## config.mk

```make
export PLATFORM = sky130hd
export DESIGN_NAME = palx_regport
export DESIGN_NICKNAME = d
export VERILOG_FILES = /design/src/rtl/palx_pkg.sv /design/src/rtl/palx_decode.sv /design/src/rtl/palx_select.sv /design/src/rtl/palx_mem.sv /design/src/rtl/palx_regport.sv
export SDC_FILE = /design/constraint.sdc
export NUM_CORES = 1
export LEC_CHECK = 0
export BUFFER_PORTS_ARGS = -buffer_cell sky130_fd_sc_hd__buf_2
export CAP_MARGIN = 20
export CORE_ASPECT_RATIO = 0.7
export CORE_MARGIN = 1.5
export CORE_UTILIZATION = 61
export DETAILED_ROUTE_END_ITERATION = 8
export PLACE_DENSITY_LB_ADDON = 0.08
export SYNTH_ARGS = -nofsm -noshare
export SYNTH_HDL_FRONTEND = slang
export SYNTH_SLANG_ARGS = --single-unit
```

## constraint.sdc

```tcl
create_clock -name clk -period 2.8 [get_ports clk]
set_input_delay 0 -clock clk [delete_from_list [all_inputs] [get_ports clk]]
set_output_delay 0 -clock clk [all_outputs]
set_load 0.005 [all_outputs]
```

## src/rtl/palx_pkg.sv

```systemverilog
package palx_pkg;

    localparam int SEL_W = 8;
    localparam int GRP_W = 2;
    localparam int SUB_W = SEL_W - GRP_W;

    typedef enum logic [GRP_W-1:0] {
        GRP_PAL  = 2'b00,
        GRP_MODE = 2'b01,
        GRP_RES2 = 2'b10,
        GRP_RES3 = 2'b11
    } grp_e;

    typedef struct packed {
        logic sel_wr;
        logic data_wr;
        logic data_rd;
    } io_req_t;

    typedef struct packed {
        logic [2:0] hires;
        logic [2:0] scr;
    } mode_t;

    function automatic grp_e grp_of(input logic [SEL_W-1:0] b);
        return grp_e'(b[SEL_W-1 -: GRP_W]);
    endfunction

    function automatic logic grp_reserved(input grp_e g);
        return g[GRP_W-1];
    endfunction

    function automatic mode_t mode_of(input logic [SEL_W-1:0] b);
        mode_t m;
        m.scr   = b[2:0];
        m.hires = b[5:3];
        return m;
    endfunction

endpackage

```

## src/rtl/palx_decode.sv

```systemverilog
module palx_decode
    import palx_pkg::*;
#(
    parameter int          ADDR_W    = 16,
    parameter logic [15:0] SEL_ADDR  = 16'hBF3B,
    parameter logic [15:0] DATA_ADDR = 16'hFF3B
) (
    input  logic              clk,
    input  logic              rst,
    input  logic [ADDR_W-1:0] io_addr,
    input  logic              io_wr,
    input  logic              io_rd,
    output io_req_t           req
);

    logic hit_sel;
    logic hit_data;

    always_comb begin
        hit_sel      = (io_addr == SEL_ADDR[ADDR_W-1:0]);
        hit_data     = (io_addr == DATA_ADDR[ADDR_W-1:0]);
        req.sel_wr   = io_wr && hit_sel;
        req.data_wr  = io_wr && hit_data;
        req.data_rd  = io_rd && hit_data;
    end


    decode_exclusive_chk: assert property (@(posedge clk) disable iff (rst)
        $onehot0({req.sel_wr, req.data_wr}));

endmodule

```

## src/rtl/palx_select.sv

```systemverilog
module palx_select
    import palx_pkg::*;
(
    input  logic             clk,
    input  logic             rst,
    input  io_req_t          req,
    input  logic [SEL_W-1:0] wdata,
    output grp_e             grp,
    output logic [SUB_W-1:0] idx,
    output mode_t            mode,
    output logic             pal_on
);

    grp_e  grp_q;
    logic [SUB_W-1:0] idx_q;
    mode_t mode_q;
    logic  on_q;
    grp_e  new_grp;
    logic  flag_ok;

    always_comb begin
        new_grp = grp_of(wdata);
        flag_ok = (wdata[SEL_W-1:1] == '0);
    end

    always_ff @(posedge clk) begin
        if (rst) begin
            grp_q  <= GRP_PAL;
            idx_q  <= '0;
            mode_q <= '0;
            on_q   <= 1'b0;
        end else begin
            if (req.sel_wr) begin
                grp_q <= new_grp;
                unique case (new_grp)
                    GRP_PAL:  idx_q  <= wdata[SUB_W-1:0];
                    GRP_MODE: mode_q <= mode_of(wdata);
                    default:  ;
                endcase
            end
            if (req.data_wr && grp_q == GRP_MODE && flag_ok)
                on_q <= wdata[0];
        end
    end

    always_comb begin
        grp    = grp_q;
        idx    = idx_q;
        mode   = mode_q;
        pal_on = on_q;
    end


    mode_load_chk: assert property (@(posedge clk) disable iff (rst)
        (req.sel_wr && wdata[7:6] == 2'b01) |=> (mode.hires == $past(wdata[5:3]) && mode.scr == $past(wdata[2:0])));


    reserved_sel_chk: assert property (@(posedge clk) disable iff (rst)
        (req.sel_wr && wdata[7]) |=> ($stable(mode) && $stable(idx) && $stable(pal_on)));


    flag_reject_chk: assert property (@(posedge clk) disable iff (rst)
        (req.data_wr && wdata > 8'h01) |=> $stable(pal_on));


    reserved_data_chk: assert property (@(posedge clk) disable iff (rst)
        (req.data_wr && grp_reserved(grp)) |=> $stable(pal_on));

endmodule

```

## src/rtl/palx_mem.sv

```systemverilog
module palx_mem #(
    parameter int IDX_W  = 6,
    parameter int DATA_W = 8
) (
    input  logic              clk,
    input  logic              rst,
    input  logic              we,
    input  logic [IDX_W-1:0]  waddr,
    input  logic [DATA_W-1:0] wdata,
    input  logic [IDX_W-1:0]  cpu_addr,
    output logic [DATA_W-1:0] cpu_data,
    input  logic [IDX_W-1:0]  vid_addr,
    output logic [DATA_W-1:0] vid_data
);

    localparam int DEPTH = 1 << IDX_W;

    logic [DATA_W-1:0] ent [DEPTH];

    always_ff @(posedge clk) begin
        if (rst) begin
            for (int i = 0; i < DEPTH; i++) ent[i] <= '0;
        end else if (we) begin
            ent[waddr] <= wdata;
        end
    end

    always_comb begin
        cpu_data = ent[cpu_addr];
        vid_data = ent[vid_addr];
    end


    entry_store_chk: assert property (@(posedge clk) disable iff (rst)
        we |=> ent[$past(waddr)] == $past(wdata));

endmodule

```

## src/rtl/palx_regport.sv

```systemverilog
module palx_regport
    import palx_pkg::*;
#(
    parameter int          ADDR_W    = 16,
    parameter logic [15:0] SEL_ADDR  = 16'hBF3B,
    parameter logic [15:0] DATA_ADDR = 16'hFF3B
) (
    input  logic              clk,
    input  logic              rst,
    input  logic [ADDR_W-1:0] io_addr,
    input  logic              io_wr,
    input  logic              io_rd,
    input  logic [SEL_W-1:0]  io_wdata,
    output logic [SEL_W-1:0]  io_rdata,
    input  logic [SUB_W-1:0]  vid_idx,
    output logic [SEL_W-1:0]  vid_color,
    output logic              pal_on,
    output logic [2:0]        scr_mode,
    output logic [2:0]        hires_col
);

    localparam logic [SEL_W-1:0] IDLE_BYTE = '1;

    io_req_t          req;
    grp_e             grp;
    logic [SUB_W-1:0] idx;
    mode_t            mode;
    logic             mem_we;
    logic [SEL_W-1:0] cpu_entry;

    palx_decode #(
        .ADDR_W   (ADDR_W),
        .SEL_ADDR (SEL_ADDR),
        .DATA_ADDR(DATA_ADDR)
    ) u_dec (
        .clk    (clk),
        .rst    (rst),
        .io_addr(io_addr),
        .io_wr  (io_wr),
        .io_rd  (io_rd),
        .req    (req)
    );

    palx_select u_sel (
        .clk   (clk),
        .rst   (rst),
        .req   (req),
        .wdata (io_wdata),
        .grp   (grp),
        .idx   (idx),
        .mode  (mode),
        .pal_on(pal_on)
    );

    always_comb mem_we = req.data_wr && (grp == GRP_PAL);

    palx_mem #(
        .IDX_W (SUB_W),
        .DATA_W(SEL_W)
    ) u_mem (
        .clk     (clk),
        .rst     (rst),
        .we      (mem_we),
        .waddr   (idx),
        .wdata   (io_wdata),
        .cpu_addr(idx),
        .cpu_data(cpu_entry),
        .vid_addr(vid_idx),
        .vid_data(vid_color)
    );

    always_comb begin
        io_rdata = IDLE_BYTE;
        if (req.data_rd) begin
            unique case (grp)
                GRP_PAL:  io_rdata = cpu_entry;
                GRP_MODE: io_rdata = {{(SEL_W-1){1'b0}}, pal_on};
                default:  io_rdata = IDLE_BYTE;
            endcase
        end
        scr_mode  = mode.scr;
        hires_col = mode.hires;
    end


    foreign_addr_chk: assert property (@(posedge clk) disable iff (rst)
        (io_wr && io_addr != SEL_ADDR[ADDR_W-1:0] && io_addr != DATA_ADDR[ADDR_W-1:0])
        |=> ($stable(pal_on) && $stable(scr_mode) && $stable(hires_col)));


    mode_read_chk: assert property (@(posedge clk) disable iff (rst)
        (req.data_rd && grp == GRP_MODE) |-> io_rdata[SEL_W-1:1] == '0);

endmodule

```

==> results of run 1 <==
## sequential cells by signal (all words and copies together) (netlist names), named ones only
name	cells
u_mem.ent	512
u_sel.idx	6
u_sel.mode	6
u_sel.grp	2
u_sel.pal_on	1
## where the power goes
group | leakage [nW] | internal (W) | switching [W]
logic | 5.59 | 0.000660 | 0.000877
registers | 5.18 | 0.00905 | 0.000220
clock network | 0.818 | 0.00392 | 0.00312
## per-stage QoR
stage	setup TNS [ns]	cell area, um^2
2_1_floorplan	0	28700
3_3_place_gp	0	30500
3_5_place_dp	0	30500
4_1_cts	-0.717	33000
5_1_grt	-1.38	33300
6_report	-1.13	33300
## synthesized netlist by cell type (3+ instances only)
cell type | count | area share, %
a22oi_1 | 19 | 0.50
buf_6 | 4 | 0.16
a311o_1 | 3 | 0.10
clkbuf_1 | 108 | 1.4
dfxtp_1 | 21 | 1.5
mux2_2 | 11 | 0.43
o221ai_1 | 4 | 0.12
nor3_2 | 9 | 0.31
nand4_1 | 9 | 0.20
o21ai_1 | 12 | 0.21
a21oi_1 | 19 | 0.33
and3_1 | 3 | 0.066
o22ai_1 | 12 | 0.26
and2_1 | 513 | 11
buf_2 | 39 | 0.68
nor2b_1 | 3 | 0.066
o21ai_0 | 3 | 0.052
or4_1 | 4 | 0.10
nand2b_1 | 12 | 0.26
buf_1 | 5 | 0.066
mux4_2 | 287 | 23
nand3_1 | 11 | 0.19
o21bai_1 | 3 | 0.079
a221oi_1 | 6 | 0.18
o211ai_1 | 11 | 0.29
inv_1 | 3 | 0.039
a22o_1 | 6 | 0.18
nor4_2 | 4 | 0.17
nor3b_1 | 5 | 0.13
nor2_1 | 63 | 0.83
edfxtp_1 | 512 | 54
or2_1 | 64 | 1.4
mux2i_1 | 29 | 1.0
nand2_1 | 17 | 0.22
nand3b_1 | 5 | 0.13
nand4b_1 | 5 | 0.15
nor3_1 | 18 | 0.31
## layer usage
metal | part of all wire [%] | wire length (um) | track usage, %
met5 | 0 | 0 | 0
met3 | 15 | 13200 | 10.7
met1 | 38 | 34000 | 56.9
met2 | 44 | 39200 | 54.9
met4 | 3.2 | 2850 | 10.3
## cells by family (layout without fill, tap and decap cells)
family	after synthesis	count (layout)	share of synthesized area, %
buffers and inverters	161	371	2.41
and+or+nand+nor	752	752	16.0
muxes	328	328	24.0
AOI/OAI and AO/OA	103	103	2.47
DFF	533	533	55.1
other	0	1	0
## final cells by class
cell class	instances	area (um^2)	share of cell area, %
Antenna cell	1	2.50	0.00752
Clock buffer	70	1420	4.27
Clock inverter	27	231	0.695
Inverter	3	11.3	0.0338
Multi-Input combinational cell	1183	12600	37.8
Sequential cell	533	15800	47.5
Tap cell	612	766	2.30
Timing Repair Buffer	271	2480	7.45
## worst max-delay path by stage
stage            startpoint                to  slack, ns  depth (start not counted)
2_1_floorplan  u_sel.idx[1]  u_mem.ent[50][0]       0.49                          5
5_1_grt            register       io_rdata[3]      -0.29                          8
4_1_cts            register       io_rdata[3]      -0.14                          8
3_5_place_dp       register       io_rdata[5]       0.06                          8
6_report           register       io_rdata[3]      -0.20                          8
3_3_place_gp       register       io_rdata[0]       0.08                          8
## timing repair
action,4_1_cts,5_1_grt
endpoints found under the hold margin,18,0
cloned,5,1
hold buffers,9,0
setup buffers,23,11
gates resized for setup,70,23
pin swaps,25,12
endpoints found under the setup margin,11,9
==> flow_metrics.py, run 1 <==
metrics = {
    "floorplan": {
        "design.core.area_mm2": 0.0464,
        "fp.dieH_um": 184,
        "io_pins": 57,
        "fp.dieW_um": 262,
        "row_count": 66,
        "die_area_mm2": 0.0483,
        "start_util_pct": 61.7,
    },
    "setup_path": {
        "worstSetupPathType": "register to output port",
        "critPathRequiredTime_ns": 2.80,
        "r2r_cells": 5,
        "critPathBufInv": 3,
        "arrival_ns": 3.00,
        "cp-start-kind": "register",
        "worst-path-max-fanout": 5,
        "r2r_start": "u_sel.grp[1]",
        "slowest_stage": "mux4_2",
        "r2r_slack_ns": 0.21,
        "critPathMaxStageDelay_ns": 0.49,
        "cp_cell_sequence": "buf_12 -> buf_6 -> mux4_2 -> a22o_1 -> a221oi_2 -> o22ai_2 -> a311o_1 -> buf_2",
        "cp_top_family": "compound AO/OA/AOI/OAI gates",
        "cp-end-kind": "output port",
        "r2r_end": "u_mem.ent[17][1]",
    },
    "grt": {
        "grt_pass1_vias": 18200,
        "grt_usage_pct": 37.9,
        "antenna_found_initial": 1,
        "grt_pass1_wl_um": 128000,
        "grt_max_degree": 67,
        "overflow": 0,
    },
    "sta": {
        "worstMarginPinSlew_ns": 0.907,
        "fin_crit_ns": 3.00,
        "hold_slack_ns": 0.0342,
        "fin_ws_ns": -0.198,
        "max_freq_mhz": 334,
        "rsz0062_at_grt": "true",
        "final.period_utilization_pct": 107,
        "setup_violations": 9,
        "maxSlewViolCount": 0,
        "clock_skew_ns": 0.0260,
        "hold_viol": 0,
        "worst_slew_margin_rel_pct": 39.5,
    },
    "min_path": {
        "hold_path_end": "u_mem.ent[33][6]",
        "holdPathStages": 2,
        "hold_class": "input port to register",
        "hp-start": "io_wdata[6]",
    },
    "clock_tree": {
        "clk_pin_slew_ns": 0.06,
        "max-clock-path-buffers": 3,
        "cts_tree": "built",
        "htree_levels": 2,
        "clk_latency_ns": 0.60,
        "numCtsBuffers": 52,
        "numClockSinks": 533,
        "cts_root_buf": "clkbuf_16",
    },
    "run_status": {
        "violations": "setup timing",
        "status": "finished with violations",
    },
    "yosys": {
        "syn_inst": 1877,
        "ys_ff_latch": 533,
        "yosysWarningCount": 0,
        "syn-cell-area_mm2": 0.0287,
        "synth_edf_count": 512,
        "ys_seq_area_share_pct": 55.1,
        "syn-num-nets": 1911,
        "syn_avg_cell_area_um2": 15.3,
        "async_reset_ff_share_pct": 0,
        "synth_cell_type_count": 49,
        "synth_flop_cell": "edfxtp_1",
    },
    "placement": {
        "dp_hpwl_um": 61000,
        "place_ws_ns": 0.0618,
        "post-place-cells": 2553,
        "portBuffers": 56,
        "place_congestion": 0.935,
    },
    "route": {
        "first_iter_violations": 3096,
        "wire_per_inst_um": 33.1,
        "postRouteAntennaNets": 0,
        "remaining_drc_errors": 0,
        "vias": 19000,
        "wirelength_um": 89300,
        "first_pass_iters": 6,
        "via_per_inst": 7.04,
    },
    "pwr": {
        "p_per_area_mw_per_mm2": 536,
        "power_w": 0.0179,
        "p_leak_nw": 11.6,
        "vdd_drop_max_mv": 0.462,
    },
    "cells_and_area": {
        "area_growth_pct": 16.2,
        "nets": 2078,
        "fillCellCount": 3004,
        "fin_cells": 2700,
        "final_core_utilization_pct": 71.7,
        "final_cell_mix": "512 x and2_1, 512 x edfxtp_1, 287 x mux4_2",
        "drive_gt1_share_pct": 34.2,
    },
    "flow_run": {
        "drv_cap": 0,
    },
}
Power figures use the tool's default switching activity.
==> inputs of run 2 (changes only) <==
--- a/config.mk
+++ b/config.mk
@@ -7,11 +7,14 @@
 export LEC_CHECK = 0
 export BUFFER_PORTS_ARGS = -buffer_cell sky130_fd_sc_hd__buf_2
 export CAP_MARGIN = 20
+export CELL_PAD_IN_SITES_DETAIL_PLACEMENT = 1
+export CELL_PAD_IN_SITES_GLOBAL_PLACEMENT = 1
 export CORE_ASPECT_RATIO = 0.7
 export CORE_MARGIN = 1.5
-export CORE_UTILIZATION = 61
+export CORE_UTILIZATION = 54
 export DETAILED_ROUTE_END_ITERATION = 8
 export PLACE_DENSITY_LB_ADDON = 0.08
+export SLEW_MARGIN = 20
 export SYNTH_ARGS = -nofsm -noshare
 export SYNTH_HDL_FRONTEND = slang
 export SYNTH_SLANG_ARGS = --single-unit
==> run 2 against run 1 <==
The flow still finishes with violations (setup timing). Clock skew is 0.010 ns higher. Non-clock buffer count unchanged. Die area increased by 13%. Critical path type unchanged. Critical endpoint unchanged.
==> flow_metrics.py, run 2 (synthesis gave the netlist of run 1 again) <==
metrics = {
    "setup_path": {
        "cp-end-kind": "output port",
        "cp-start-kind": "register",
        "r2r_start": "u_sel.idx[1]",
        "worst-path-max-fanout": 5,
        "critPathRequiredTime_ns": 2.80,
        "arrival_ns": 3.07,
        "r2r_cells": 4,
        "r2r_end": "u_mem.ent[58][4]",
        "crit_end": "io_rdata[3]",
        "r2r_slack_ns": 0.19,
        "worstSetupPathType": "register to output port",
    },
    "clock_tree": {
        "cts_root_buf": "clkbuf_16",
        "numCtsBuffers": 52,
        "clk_latency_ns": 0.64,
        "max-clock-path-buffers": 3,
        "htree_levels": 2,
        "clk_pin_slew_ns": 0.07,
        "numClockSinks": 533,
        "cts_tree": "built",
    },
    "min_path": {
        "hold_class": "input port to register",
        "hp-start": "io_wdata[0]",
    },
    "sta": {
        "clock_skew_ns": 0.0365,
        "fin_crit_ns": 3.07,
        "max_freq_mhz": 326,
        "setup_tns_ns": -1.88,
        "rsz0062_at_grt": "true",
        "hold_viol": 0,
        "maxSlewViolCount": 0,
        "worstMarginPinSlew_ns": 1.15,
        "final.period_utilization_pct": 110,
        "fin_ws_ns": -0.269,
        "setup_violations": 11,
        "worst_slew_margin_rel_pct": 23.1,
    },
    "floorplan": {
        "fp.dieW_um": 278,
        "die_area_mm2": 0.0545,
        "row_count": 70,
        "io_pins": 57,
        "design.core.area_mm2": 0.0523,
        "fp.dieH_um": 196,
        "start_util_pct": 54.8,
    },
    "placement": {
        "portBuffers": 56,
        "place_area_mm2": 0.0306,
        "place_ws_ns": 0.145,
        "dp_hpwl_um": 67900,
        "place_congestion": 0.967,
        "post-place-cells": 2636,
    },
    "cells_and_area": {
        "top_register": "u_mem.ent",
        "drive_gt1_share_pct": 33.4,
        "largest_reg_flops": 512,
        "multiInputGateArea_mm2": 0.0124,
        "regArea_mm2": 0.0158,
        "fillCellCount": 4736,
        "final_core_utilization_pct": 63.3,
        "final_cell_area_mm2": 0.0331,
        "area_growth_pct": 15.5,
        "fin_cells": 2772,
        "final_cell_mix": "512 x and2_1, 512 x edfxtp_1, 287 x mux4_2",
        "nets": 2078,
    },
    "run_status": {
        "status": "finished with violations",
        "violations": "setup timing",
    },
    "route": {
        "first_iter_violations": 2824,
        "remaining_drc_errors": 0,
        "wire_per_inst_um": 36.0,
        "first_pass_iters": 5,
        "via_per_inst": 6.98,
        "postRouteAntennaNets": 0,
        "wirelength_um": 99800,
        "vias": 19300,
    },
    "grt": {
        "grt_pass1_wl_um": 143000,
        "grt_pass1_vias": 19600,
        "grt_usage_pct": 37.3,
        "antenna_found_initial": 11,
        "grt_max_degree": 67,
        "overflow": 0,
    },
    "pwr": {
        "vdd_drop_max_mv": 0.498,
        "p_leak_nw": 11.5,
        "p_per_area_mw_per_mm2": 547,
    },
    "flow_run": {
        "drv_cap": 0,
    },
}
-- run 2: cell count changes in the layout (fill, tap and decap cells not counted), sizes merged --
cell / before / now
dlygate4sd3: 9 / 7
clkinv: 21 / 18
clkinvlp: 0 / 2
clkbuf: 72 / 67
buf: 258 / 262
bufinv: 4 / 6
bufbuf: 2 / 1
diode: 1 / 4
-- run 2: area by class of cell --
class | instances | share of cell area, %
sequential | 533 | 47.7
clock inverter | 28 | 0.865
inverter | 3 | 0.0340
antenna | 4 | 0.0302
tap | 684 | 2.59
timing repair buffer | 271 | 6.98
multi-input combinational | 1183 | 37.6
clock buffer | 66 | 4.18
-- run 2: metrics by stage --
stage	total power [W]	hold slack, ns
floorplan	0.0102	0.126
global placement	0.0109	0.334
detailed placement	0.0109	0.345
CTS	0.0181	0.00999
global route	0.0185	0.0213
finish	0.0181	0.0266
-- run 2: critical path: stages, from the launching register on --
cell and delay [ns]:
dfxtp_4 0.39, buf_4 0.13, buf_12 0.13, buf_4 0.12, mux4_2 0.51, a22o_1 0.27
a221oi_4 0.23, o22ai_2 0.12, a311o_1 0.39, buf_2 0.15
-- run 2: metal layers --
metal | wire, um | global-route usage (%)
met2 | 45600 | 56.6
met1 | 39200 | 52.9
met3 | 11700 | 10.4
met5 | 36 | 0
met4 | 3210 | 11.3
-- run 2: repair_timing --
action | CTS | global route
setup buffers | 16 | 13
pin swaps | 10 | 16
gates cloned | 4 | 0
gates resized for setup | 53 | 16
hold buffers | 7 | 0
setup endpoints to repair | 13 | 14
hold endpoints to repair | 10 | 0
-- run 2: worst min-delay path by stage --
| stage | end | slack, ns | cells past startpoint |
|---|---|---|---|
| after floorplan | vid_color[0] | 0.13 | 2 |
| after global placement | u_sel.grp[1] | 0.33 | 3 |
| after detailed placement | u_sel.grp[1] | 0.34 | 3 |
| after CTS | u_mem.ent[12][0] | 0.01 | 2 |
| after global routing | u_mem.ent[12][0] | 0.02 | 2 |
| final | u_mem.ent[14][0] | 0.03 | 2 |
-- run 2: power by group --
| part | leakage (nW) | switching [W] | internal (W) |
|---|---|---|---|
| sequential | 5.18 | 0.000244 | 0.00905 |
| clock | 0.809 | 0.00320 | 0.00404 |
| combinational | 5.53 | 0.000912 | 0.000672 |
| total | 11.5 | 0.00436 | 0.0138 |
==> inputs of run 3 (changes only) <==
--- a/config.mk
+++ b/config.mk
@@ -5,13 +5,14 @@
 export SDC_FILE = /design/constraint.sdc
 export NUM_CORES = 1
 export LEC_CHECK = 0
+export ABC_AREA = 1
 export BUFFER_PORTS_ARGS = -buffer_cell sky130_fd_sc_hd__buf_2
 export CAP_MARGIN = 20
 export CELL_PAD_IN_SITES_DETAIL_PLACEMENT = 1
 export CELL_PAD_IN_SITES_GLOBAL_PLACEMENT = 1
 export CORE_ASPECT_RATIO = 0.7
 export CORE_MARGIN = 1.5
-export CORE_UTILIZATION = 54
+export CORE_UTILIZATION = 48
 export DETAILED_ROUTE_END_ITERATION = 8
 export PLACE_DENSITY_LB_ADDON = 0.08
 export SLEW_MARGIN = 20
==> run 3 against run 2 <==
Highest routed layer unchanged. Largest cell class unchanged. Synthesized cell count rose by 93%. Total power rose by 2.3%. Via count rose by 48%. First-iteration DRC count rose by 53%. Clock power rose by 6.6%. Flip-flop and latch count did not move. The run still ends with setup timing left.
==> flow_metrics.py, run 3 <==
metrics = {
    "placement": {
        "portBuffers": 56,
        "place_ws_ns": 0.428,
        "dp_hpwl_um": 79900,
        "place_congestion": 0.942,
    },
    "setup_path": {
        "critPathBufInv": 3,
        "arrival_ns": 2.83,
        "slowest_stage": "dfxtp_4",
        "critPathMostFrequentCell": "nand2_1",
        "critPathMaxStageDelay_ns": 0.47,
        "cp-end-kind": "output port",
        "cp_top_family": "simple AND/OR/NAND/NOR gates",
        "critPathRequiredTime_ns": 2.80,
        "worstSetupPathType": "register to output port",
        "cp-start-kind": "register",
        "cp_cell_sequence": "buf_12 -> buf_16 -> nand2_1 -> nand3_1 -> nand3_1 -> nand2_1 -> nand2_1 -> nand3_1 -> nand3_4 -> nand3_2 -> nand2_1 -> nand2_1 -> buf_2",
        "worst-path-max-fanout": 7,
    },
    "grt": {
        "overflow": 0,
        "grt_usage_pct": 40.1,
        "grt_pass1_wl_um": 182000,
        "antenna_found_initial": 4,
        "grt_pass1_vias": 27900,
        "grt_max_degree": 109,
    },
    "cells_and_area": {
        "multiInputGateArea_mm2": 0.0121,
        "regArea_mm2": 0.0158,
        "largest_reg_flops": 512,
        "area_growth_pct": 14.5,
        "final_cell_mix": "1027 x nand2_1, 772 x nor2_1, 512 x edfxtp_1",
        "fillCellCount": 7157,
        "drive_gt1_share_pct": 9.98,
        "nets": 3648,
        "final_core_utilization_pct": 55.5,
        "top_register": "u_mem.ent",
        "final_common_cell": "nand2_1",
    },
    "yosys": {
        "yosysWarningCount": 0,
        "yosysTopAreaCell": "edfxtp_1",
        "yosysMostFrequentCell": "nand2_1",
        "synthTopCellsByArea": "edfxtp_1 53%, nand2_1 13%, nor2_1 10%",
        "ys_top_cells_by_count": "1035 x nand2_1, 772 x nor2_1, 512 x edfxtp_1, 497 x nand3_1, 263 x o21ai_0",
        "async_reset_ff_share_pct": 0,
        "syn-num-nets": 3663,
        "syn_avg_cell_area_um2": 7.98,
        "ys_seq_area_share_pct": 54.6,
        "syn_inst": 3629,
        "synth_cell_type_count": 26,
        "ys_ff_latch": 533,
        "synth_edf_count": 512,
        "synth_flop_cell": "edfxtp_1",
        "synth.top_cell.area_share_pct": 53.1,
        "syn-cell-area_mm2": 0.0289,
    },
    "clock_tree": {
        "cts_root_buf": "clkbuf_16",
        "numClockSinks": 533,
        "numCtsBuffers": 55,
        "clk_pin_slew_ns": 0.07,
        "cts_tree": "built",
        "max-clock-path-buffers": 3,
        "clk_latency_ns": 0.63,
        "htree_levels": 2,
    },
    "floorplan": {
        "design.core.area_mm2": 0.0598,
        "fp.dieH_um": 208,
        "die_area_mm2": 0.0618,
        "row_count": 75,
        "start_util_pct": 48.4,
        "fp.dieW_um": 297,
        "io_pins": 57,
    },
    "sta": {
        "worstMarginPinSlew_ns": 0.990,
        "final.period_utilization_pct": 101,
        "setup_tns_ns": -0.0407,
        "fin_crit_ns": 2.83,
        "clock_skew_ns": 0.0221,
        "hold_slack_ns": 0.123,
        "maxSlewViolCount": 0,
        "max_freq_mhz": 353,
        "rsz0062_at_grt": "true",
        "setup_violations": 3,
        "hold_viol": 0,
        "fin_ws_ns": -0.0349,
        "worst_slew_margin_rel_pct": 34.0,
    },
    "pwr": {
        "p_per_area_mw_per_mm2": 559,
        "vdd_drop_max_mv": 0.537,
        "p_leak_nw": 13.3,
    },
    "route": {
        "remaining_drc_errors": 0,
        "first_pass_iters": 6,
        "first_iter_violations": 4327,
        "vias": 28700,
        "wire_per_inst_um": 28.3,
        "postRouteAntennaNets": 0,
        "wirelength_um": 126000,
        "via_per_inst": 6.41,
    },
    "flow_run": {
        "drv_cap": 0,
    },
    "run_status": {
        "status": "finished with violations",
        "violations": "setup timing",
    },
    "min_path": {
        "hold_class": "input port to register",
    },
}
==> run 3: cell types whose count changed after synthesis, moves of 26 or more <==
cell,before,now
nand2_1,17,1035
nor2_1,63,772
and2_1,513,0
nand3_1,11,497
mux4_2,287,0
o21ai_0,3,263
clkbuf_1,108,227
o22ai_1,12,121
or2_1,64,1
buf_1,5,46
inv_1,3,40
mux2i_1,29,0
buf_2,39,13
==> run 3: tightest hold or removal path: stages <==
cell	delay (ns)
buf_2	0.10
nand2_1	0.07
nor3_2	0.06
and3_1	0.20
o21ai_0	0.23
a21oi_1	0.06
==> run 3: layer usage <==
metal  vias up  GRT usage, %  part of all wire (%)  wire length (um)
li1      12300             -                     -                 -
met1     14300          58.2                    40             51000
met2      1827          60.7                    44             56300
met3       263          7.07                    12             15400
met4         4          13.0                   3.0              3740
met5         -             0                 0.018                23
==> run 3: final cells by class <==
| cell class | instances | area share [%] |
|---|---|---|
| tap | 808 | 3.05 |
| antenna | 3 | 0.0226 |
| sequential | 533 | 47.7 |
| inverter | 48 | 0.672 |
| clock inverter | 42 | 1.18 |
| multi-input combinational | 2761 | 36.5 |
| clock buffer | 60 | 4.34 |
| timing repair buffer | 213 | 6.51 |
| timing repair inverter | 2 | 0.0679 |
==> run 3: final timing paths <==
path                       from            end  slack [ns]  cells after the start
setup / recovery       register    io_rdata[0]       -0.03                     13
hold / removal       io_addr[8]   u_sel.grp[0]        0.12                      6
setup reg to reg   u_sel.grp[0]   u_sel.pal_on        0.03                      9
hold reg to reg   u_sel.mode[5]  u_sel.mode[5]        0.55                      2
==> run 3: stage by stage <==
stage / cell area, um^2 / instances / power [W]
4_1_cts: 32800 / 4457 / 0.0185
2_1_floorplan: 28900 / 3629 / 0.0101
3_5_place_dp: 30400 / 4328 / 0.0109
5_1_grt: 33100 / 4468 / 0.0189
3_3_place_gp: 30400 / 4328 / 0.0108
6_report: 33100 / 4470 / 0.0185
==> run 3: where the power goes <==
part           leakage, nW  switching, W  internal [W]  total [W]
clock                0.882       0.00339       0.00434    0.00772
sequential            5.46      0.000210       0.00897    0.00918
combinational         6.96       0.00123      0.000409    0.00163
total                 13.3       0.00482        0.0137     0.0185
==> run 3: logic make-up (layout without fill, tap and decap cells) <==
group	count (synthesis)	in the layout	synth area share [%]
simple gates	2348	2348	33.3
flops	533	533	54.6
compound gates	413	413	7.74
buf+inv	335	365	4.41
other cells	0	3	0
==> run 3: timing repair <==
| action | in CTS | in global routing |
|---|---|---|
| pin swaps | 1 | 2 |
| setup buffers | 3 | 4 |
| endpoints found under the hold margin | 21 | 0 |
| cloned | 7 | 6 |
| hold buffers | 17 | 0 |
| endpoints found under the setup margin | 8 | 9 |
| resized for setup | 32 | 39 |
